<file path="src/rtl/bkup_pkg.sv">
package bkup_pkg;
  typedef enum logic {
    MODE_MAIN = 1'b0,
    MODE_BATT = 1'b1
  } mode_e;

  typedef struct packed {
    logic reset_n;
    logic reset_hi;
    logic reset_hi_oe;
    logic lowline_n;
    logic wdog_n;
    logic pfail_n;
    logic ce_n;
  } sup_out_t;

  localparam sup_out_t SUP_OUT_RST = '{
    reset_n: 1'b0, reset_hi: 1'b1, reset_hi_oe: 1'b1,
    lowline_n: 1'b1, wdog_n: 1'b1, pfail_n: 1'b1, ce_n: 1'b1
  };
endpackage

</file>
<file path="src/rtl/bkup_mode_fsm.sv">
module bkup_mode_fsm
  import bkup_pkg::*;
(
  input  logic  clk,
  input  logic  rst,
  input  logic  below_thresh,
  input  logic  below_batt,
  output mode_e mode_nxt,
  output mode_e mode_q
);
  // both conditions are needed to enter; losing either one leaves at once
  always_comb begin
    mode_nxt = (below_thresh && below_batt) ? MODE_BATT : MODE_MAIN;
  end

  always_ff @(posedge clk) begin
    if (rst) mode_q <= MODE_MAIN;
    else     mode_q <= mode_nxt;
  end
endmodule

</file>
<file path="src/rtl/bkup_out_ovr.sv">
module bkup_out_ovr
  import bkup_pkg::*;
(
  input  logic     clk,
  input  logic     rst,
  input  mode_e    mode_nxt,
  input  logic     below_thresh,
  input  logic     rst_req,
  input  logic     wdog_n_in,
  input  logic     pfail_n_in,
  input  logic     ce_n_in,
  output sup_out_t out_q
);
  sup_out_t norm_val;
  sup_out_t batt_val;
  sup_out_t out_d;
  logic     rst_act;

  // reset depends on threshold and request only, never on the battery decision
  assign rst_act = below_thresh | rst_req;

  always_comb begin
    norm_val.reset_n     = ~rst_act;
    norm_val.reset_hi    = rst_act;
    norm_val.reset_hi_oe = 1'b1;
    norm_val.lowline_n   = ~below_thresh;
    norm_val.wdog_n      = wdog_n_in;
    norm_val.pfail_n     = pfail_n_in;
    norm_val.ce_n        = ce_n_in;
  end

  always_comb begin
    batt_val.reset_n     = 1'b0;
    batt_val.reset_hi    = rst_act;
    batt_val.reset_hi_oe = 1'b0;
    batt_val.lowline_n   = 1'b0;
    batt_val.wdog_n      = 1'b1;
    batt_val.pfail_n     = 1'b0;
    batt_val.ce_n        = 1'b1;
  end

  assign out_d = (mode_nxt == MODE_BATT) ? batt_val : norm_val;

  always_ff @(posedge clk) begin
    if (rst) out_q <= SUP_OUT_RST;
    else     out_q <= out_d;
  end
endmodule

</file>
<file path="src/rtl/bkup_mode_ctrl.sv">
module bkup_mode_ctrl
  import bkup_pkg::*;
(
  input  logic clk,
  input  logic rst,
  input  logic below_thresh,
  input  logic below_batt,
  input  logic rst_req,
  input  logic wdog_n_in,
  input  logic pfail_n_in,
  input  logic ce_n_in,
  output logic rail_sel_batt,
  output logic batt_on,
  output logic reset_n_out,
  output logic reset_hi_out,
  output logic reset_hi_oe,
  output logic lowline_n_out,
  output logic wdog_n_out,
  output logic pfail_n_out,
  output logic ce_n_out
);
  mode_e    mode_nxt;
  mode_e    mode_q;
  sup_out_t sup_q;

  bkup_mode_fsm u_fsm (
    .clk          (clk),
    .rst          (rst),
    .below_thresh (below_thresh),
    .below_batt   (below_batt),
    .mode_nxt     (mode_nxt),
    .mode_q       (mode_q)
  );

  bkup_out_ovr u_ovr (
    .clk          (clk),
    .rst          (rst),
    .mode_nxt     (mode_nxt),
    .below_thresh (below_thresh),
    .rst_req      (rst_req),
    .wdog_n_in    (wdog_n_in),
    .pfail_n_in   (pfail_n_in),
    .ce_n_in      (ce_n_in),
    .out_q        (sup_q)
  );

  assign rail_sel_batt = (mode_q == MODE_BATT);
  assign batt_on       = (mode_q == MODE_BATT);
  assign reset_n_out   = sup_q.reset_n;
  assign reset_hi_out  = sup_q.reset_hi;
  assign reset_hi_oe   = sup_q.reset_hi_oe;
  assign lowline_n_out = sup_q.lowline_n;
  assign wdog_n_out    = sup_q.wdog_n;
  assign pfail_n_out   = sup_q.pfail_n;
  assign ce_n_out      = sup_q.ce_n;
endmodule

</file>
<file path="config.mk">
export PLATFORM = sky130hd
export DESIGN_NAME = bkup_mode_ctrl
export DESIGN_NICKNAME = d
export VERILOG_FILES = /design/src/rtl/bkup_pkg.sv /design/src/rtl/bkup_mode_fsm.sv /design/src/rtl/bkup_out_ovr.sv /design/src/rtl/bkup_mode_ctrl.sv
export SDC_FILE = /design/constraint.sdc
export NUM_CORES = 1
export LEC_CHECK = 0
export BUFFER_PORTS_ARGS = -buffer_cell sky130_fd_sc_hd__buf_2
export CAP_MARGIN = 5
export CORE_AREA = 8 8 45 47
export DETAILED_ROUTE_END_ITERATION = 8
export DIE_AREA = 0 0 53 55
export PLACE_DENSITY = 0.42
export SYNTH_ARGS = -nofsm -noshare
export SYNTH_HDL_FRONTEND = slang
export SYNTH_SLANG_ARGS = --single-unit
export TNS_END_PERCENT = 100
</file>
<file path="constraint.sdc">
create_clock -name clk -period 0.8 [get_ports clk]
set_input_delay 0.04 -clock clk [delete_from_list [all_inputs] [get_ports clk]]
set_output_delay 0.04 -clock clk [all_outputs]
set_load 0.02 [all_outputs]
</file>
# After elaboration in Yosys (flattened, before gate mapping)
# Cells that the tools add are included.
dict set report totals {
  word_cells 15
  inputBits 8
  regBits 8
  out_inout_bits 9
}
dict set report classes {
  reduce_logical 2
  muxes 2
  bitwise 3
}
# op n
set op_table {}
lappend op_table {{5-bit two-way mux} 1}
lappend op_table {{1-bit inverter} 2}
lappend op_table {{2-bit OR reduction} 1}
lappend op_table {{1-bit logical AND} 1}
lappend op_table {{1-bit two-way mux} 1}
lappend op_table {{1-bit OR} 1}

# Logic depth before layout (Yosys ltp)
# Gate-level depths: netlist of the first run.
dict set report depth {
  ltp_word 3
  depth_mapped 2
  mapped_depth_nobuf 2
}

# Cells and area by module
# Synthesis of the first run repeated with hierarchy kept, for this count alone.
dict set report hier_totals {
  hier_cells 19
  area_unflattened_um2 234.0
}
# module seq_area_each_um2 n_inst cells_each area_per_inst_um2
set modules_own_cells {}
lappend modules_own_cells {bkup_out_ovr 140.1 1 15 191.4}
lappend modules_own_cells {bkup_mode_fsm 20.0 1 3 35.0}
lappend modules_own_cells {bkup_mode_ctrl 0.0 1 1 7.5}

# Worst setup path after synthesis of the first run
# No wires, ideal clock.
dict set report synth_path {
  kind {flip-flop to output port}
  start {register u_fsm.mode_q}
  end {output port rail_sel_batt}
  t_arrival_ps 595
  path_buffers 1
  required_ps 760
  path_stages_with_launch 2
  path_slack_ps 165
  path_cell_list {dfxtp_1 -> buf_4}
}
# element line_no
set synth_lines {}
lappend synth_lines {{start, declared} bkup_mode_fsm.sv:9} ;# output mode_e mode_q
lappend synth_lines {{start signal, assigned} bkup_mode_fsm.sv:18} ;# else mode_q <= mode_nxt;
lappend synth_lines {{end, declared} bkup_mode_ctrl.sv:12} ;# output logic rail_sel_batt,
# No word-level cell between the ends.

# Worst setup path after layout of the first run
dict set report layout_path {
  start {register u_fsm.mode_q}
  end {output port rail_sel_batt}
}
# No word-level cell between the ends.

==> metrics, run 1 <==
post-synthesis sequential area ratio=0.6919; layout cell share with drive strength beyond 1=0.5000; worst min-delay path class=primary input to flip-flop; met3 Resource Use GR=0.06150; CTS tree=done; buffer and inverter count on the worst path=1; GPL Wtd Cong=0.5963; post-CTS setup repair buffer count=0; slowest CP cell=dfxtp_1; Routed wire per std cell=9.362 µm; Arr. time, crit path=around 0.73 ns; register area=160.2 µm²; Rows=14; most frequent cells after synthesis=dfxtp_1 (8), nand2b_1 (3); top-count cell post-synth=dfxtp_1; Sink Count=8; Root Buffer=clkbuf_4; post-route cell area=386.6 µm²; DP Area=around 320 µm²; Clk pin slew, worst setup/hold paths=0.05 ns; Total GRT Usage=0.04550; die area=0.002915 mm²; final count of negative-setup-slack endpoints=0; post-synthesis cell type count=11; Multi-input gate area=about 56 µm²; slew of the pin with the lowest slew margin=0.1832 ns; critical path type=flip-flop to output pin; drt pass-1 iters=1; clock buffer depth=2; vias=slightly below 200; Net count, final=52; ratio of final minimum period to clock period=0.9582; Syn Inst Count=20; Die Span X=roughly 53 µm; cell taking the most area after synthesis=dfxtp_1; core area=~0.0014 mm²; crit-path cells=buf_2; GRT met1 Usage=0.04601; input/output buffers=16; I/O Pins=17; top-area cell type share of the netlist area=0.6919; H-tree depth=1; DRT Wirelength=543 µm; initial antenna violation count=0; Vias/cell=3.397; CP Max Fanout=2; f_max=1.305 GHz; Fillers=about 150; busiest grt layer=met3; delay-heaviest family, CP=flip-flops; Synth area leaders=dfxtp_1 (69%), nand2b_1 (8.1%), or3_4 (4.9%); Final min period=between 0.7 and 0.8 ns; Die H=55 µm; Slew Limit Headroom=0.8779; Mean Syn Cell Area=roughly 12 µm²; grt ovf=0; PostCTS Resize Cnt=0; largest net degree at the start of global routing=5; Primary FF master, synth=dfxtp_1; CP peak stage delay=approximately 0.32 ns; final hold vios=0; drt initial violations=0; max-cap viol count=0; post-synthesis cell area=231.5 µm²; hold path depth=2; Area Overhead vs Synth=67.03%; Synth Warn #=0; VDD IR max=0.6062 mV; Power Density=~2100 mW/mm²; Crit. End Element=output pin; Post-Syn Nets=28; RSZ-0062 raised after global routing=true; vias in the first global route=212; diode count=0; Async S/R FF share, synth=0; Slew Viols, Final=0; Critical Path RT=0.76 ns; Initial Util=0.1673; EDFF count, synth=0; Hold EP=u_ovr.out_q[5]; WP depth=1; worst hold start=rst_req; LEAKAGE=0.1910 nW; cts bufs inserted=3; crit start category=flip-flop; first-pass GRT wire length=876 µm; # DRC=0; Detail Route Antenna Nets=0; Seq cells post-synth=8; met2 usage=0.04102; worst hold slack=0.006523 ns; status=complete, no violations
registers in the layout, indices dropped and copies added, names as in the netlist:
signal,flops
u_ovr.out_q,7
u_fsm.mode_q,1
timing repair:
action                                  4_1_cts  5_1_grt
hold endpoints to repair                      4        0
endpoints found under the setup margin        0        2
hold buffers                                  4        0
layer usage:
layer	wire length, µm	vias up
met1	255	76
li1	-	104
met5	0	-
met4	0	0
met3	149	0
met2	138	17
kinds of logic after synthesis:
logic type,Yosys count,share of synthesized area
AND/OR/NAND/NOR,7,0.1892
flip-flops,8,0.6919
AO/OA/AOI/OAI,2,0.05405
buffers and inverters,3,0.06485
cells in the final DEF (no fill, tap or decap):
cell type	count
or2_1	1
dlygate4sd3_1	4
a21oi_1	1
buf_2	16
or3_4	1
nand2_1	1
a21o_1	1
inv_1	1
nand2b_1	3
nor2_1	1
inv_2	1
dfxtp_1	8
clkbuf_4	3
power breakdown:
part           internal (W)  total (W)  switching (W)
sequential         0.000419   0.000423     0.00000427
combinational     0.0000504   0.000106      0.0000555
clock              0.000171   0.000295       0.000124
total              0.000640   0.000823       0.000184
through the flow:
step,power [W],utilization,std cells,setup slack [ns],TNS (ns)
floorplan,0.0004810,-,20,0.1651,0
global placement,0.0005240,0.2342,51,0.1293,0
detailed placement,0.0005233,0.2342,51,0.1204,0
CTS,0.0008484,0.2794,58,0.01080,0
global route,0.0008727,0.2794,58,-0.01066,-0.02001
finish,0.0008234,0.2794,58,0.03343,0
area by class of cell:
type,count,area share
timing repair buffer,20,0.3107
clock buffer,3,0.05825
tap,16,0.05178
multi-input combinational,9,0.1456
sequential,8,0.4142
inverter,2,0.01942
worst max path at each step:
stage,start,end,slack (ns)
floorplan,u_fsm.mode_q,rail_sel_batt,0.17
global placement,below_thresh,u_ovr.out_q[5],0.13
detailed placement,below_thresh,u_ovr.out_q[5],0.12
CTS,u_fsm.mode_q,rail_sel_batt,0.01
global route,u_fsm.mode_q,rail_sel_batt,-0.01
finish,u_fsm.mode_q,rail_sel_batt,0.03
Note: power is estimated with default switching activity, not from simulation.
==> run 2: changes to the inputs <==
- SYNTH_HIERARCHICAL: unset -> 1
==> run 2 against run 1 <==
Sequential power about the same. Highest routed layer is now met4. Synthesized cell count shrank 5.0%. The flow now finishes with violations (negative hold slack). Critical path type is now primary input to flip-flop. Flip-flop and latch count stayed put. Wire length rose by 19%. Largest power group unchanged.
==> metrics, run 2 <==
Seq cells post-synth=8; f_max=1.254 GHz; ratio of final minimum period to clock period=0.9970; drt initial violations=4; vias in the first global route=250; first-pass GRT wire length=about 960 µm; largest net degree at the start of global routing=9; # hold bufs at CTS=2; Area Overhead vs Synth=60.96%; cts bufs inserted=3; Slew Limit Headroom=0.8627; diode count=0; switching part of the total power=0.2185; Initial Util=0.1691; cell taking the most area after synthesis=dfxtp_1; input/output buffers=16; EDFF count, synth=0; register share of total power=0.519; largest registers=u_ovr/out_q: 7 flops, u_fsm/mode_q: 1 flops; layout cell share with drive strength beyond 1=0.5000; internal power=roughly 0.00064 W; PostCTS Resize Cnt=0; worst hold slack=-0.02004 ns; Root Buffer=clkbuf_4; DRT Wirelength=645 µm; Routed wire per std cell=around 12 µm; Final min period=0.7976 ns; Critical Path RT=0.95 ns; Fillers=147; hpwl dp=514.5 µm; Total GRT Usage=0.05041; top-area cell type share of the netlist area=0.6845; Mean Syn Cell Area=12.31 µm²; # DRC=0; status=finished with violations; max FFs per register=7; Synth Warn #=6; Net count, final=50; CTS tree=done; Syn Inst Count=19; Multi-input gate area=62.56 µm²; H-tree depth=1; Slew Viols, Final=0; slew of the pin with the lowest slew margin=0.2041 ns; Most flops, register=u_ovr/out_q; Async S/R FF share, synth=0; I/O Pins=17; Cells after DPL=just over 50; most frequent cells after synthesis=dfxtp_1 (8), or3_1 (3); switching pwr=around 0.00018 W; setup TNS=0 ns; combinational power share=0.131; worst min-delay path class=primary input to flip-flop; post-synthesis cell area=234.0 µm²; Detail Route Antenna Nets=0; clock buffer depth=2; drt pass-1 iters=4; commonest non-fill, non-tap cell in the layout=buf_2; Clk pin slew, worst setup/hold paths=0.05 ns; Arr. time, crit path=0.95 ns; fin cells=56; top-count cell post-synth=dfxtp_1; initial antenna violation count=0; RSZ-0062 raised after global routing=true; Post-Syn Nets=27; Vias/cell=3.946; final hold vios=2; VDD IR max=0.3827 mV; register area=160.2 µm²; Rows=14; Die H=55 µm; grt ovf=0; failing checks=negative hold slack; die area=0.002915 mm²; crit start category=primary input; Primary FF master, synth=dfxtp_1; Synth area leaders=dfxtp_1 (68%), or3_1 (8.0%), and3b_1 (3.7%); critical path type=primary input to flip-flop; commonest cells after routing, fill and taps aside=buf_2 (16), dfxtp_1 (8), clkbuf_4 (3), or3_1 (3), dlygate4sd3_1 (2); Crit. End Element=flip-flop; vias=between 200 and 250; CP Max Fanout=2; LEAKAGE=0.1830 nW; GPL Wtd Cong=0.6996; post-synthesis cell type count=10; post-CTS setup repair buffer count=0; final count of negative-setup-slack endpoints=0; clock share of power=0.350; Power Density=2165 mW/mm²; Die Span X=around 53 µm; core area=roughly 0.0014 mm²; post-synthesis sequential area ratio=0.6845; max-cap viol count=0; Sink Count=8
[run 2: changes by cell type after synthesis]
cell,previous run,this run
inv_2,1,0
or2_1,1,0
or3_4,1,0
a21oi_1,1,0
and2_1,0,1
nand2b_1,3,0
or3_1,0,3
or2b_1,0,1
nor4_1,0,1
nand2_1,1,0
and3b_1,0,1
nor2_1,1,0
o21bai_1,0,1
[run 2: worst paths after layout]
path | start | to | slack, ns | cells after the start
worst max-delay path | rst_req | u_ovr/out_q[6] | 0.002 | 3
worst min-delay path | ce_n_in | u_ovr/out_q[0] | -0.02 | 2
[run 2: power groups by stage]
stage               sequential, W  clock [W]  combinational (W)
floorplan                0.000458          0          0.0000231
global placement         0.000431          0          0.0000962
detailed placement       0.000431          0          0.0000997
CTS                      0.000423   0.000299           0.000108
global route             0.000425   0.000312           0.000115
finish                   0.000423   0.000286           0.000107
[run 2: critical path, stage by stage]
cell	delay, ns
buf_2	0.11
dlygate4sd3_1	0.56
nor4_1	0.24
[run 2: cell type report]
| type | count | area share |
|---|---|---|
| Clock buffer | 3 | 0.05980 |
| Inverter | 1 | 0.009967 |
| Multi-Input combinational cell | 9 | 0.1661 |
| Sequential cell | 8 | 0.4253 |
| Tap cell | 16 | 0.05316 |
| Timing Repair Buffer | 19 | 0.2857 |
[run 2: cells by family (layout without fill, tap and decap cells)]
family                 after synthesis  count (layout)  share of synthesized area
AO/OA/AOI/OAI                        2               2                    0.06420
buffers and inverters                2              23                    0.04812
flip-flops                           8               8                     0.6845
AND/OR/NAND/NOR                      7               7                     0.2033
[run 2: through the flow]
step	total power [W]	worst slack (ns)	utilization	hold WS [ns]	instance area [µm²]
floorplan	0.0004814	0.1071	-	0.1117	234.0
global placement	0.0005268	-0.02645	0.2414	0.2175	334.1
detailed placement	0.0005309	-0.03973	0.2414	0.2233	334.1
CTS	0.0008299	0.02403	0.2722	-0.02565	376.6
global route	0.0008521	-0.006533	0.2722	-0.02091	376.6
finish	0.0008154	0.002393	0.2722	-0.02004	376.6
[run 2: metal layers]
layer	share of wire	wire length, µm	vias up	GRT usage
met5	0	0	-	0
met4	0.034	22	0	0.09052
met3	0.053	34	2	0.01337
met2	0.67	432	5	0.09766
met1	0.24	156	108	0.02450
li1	-	-	106	-
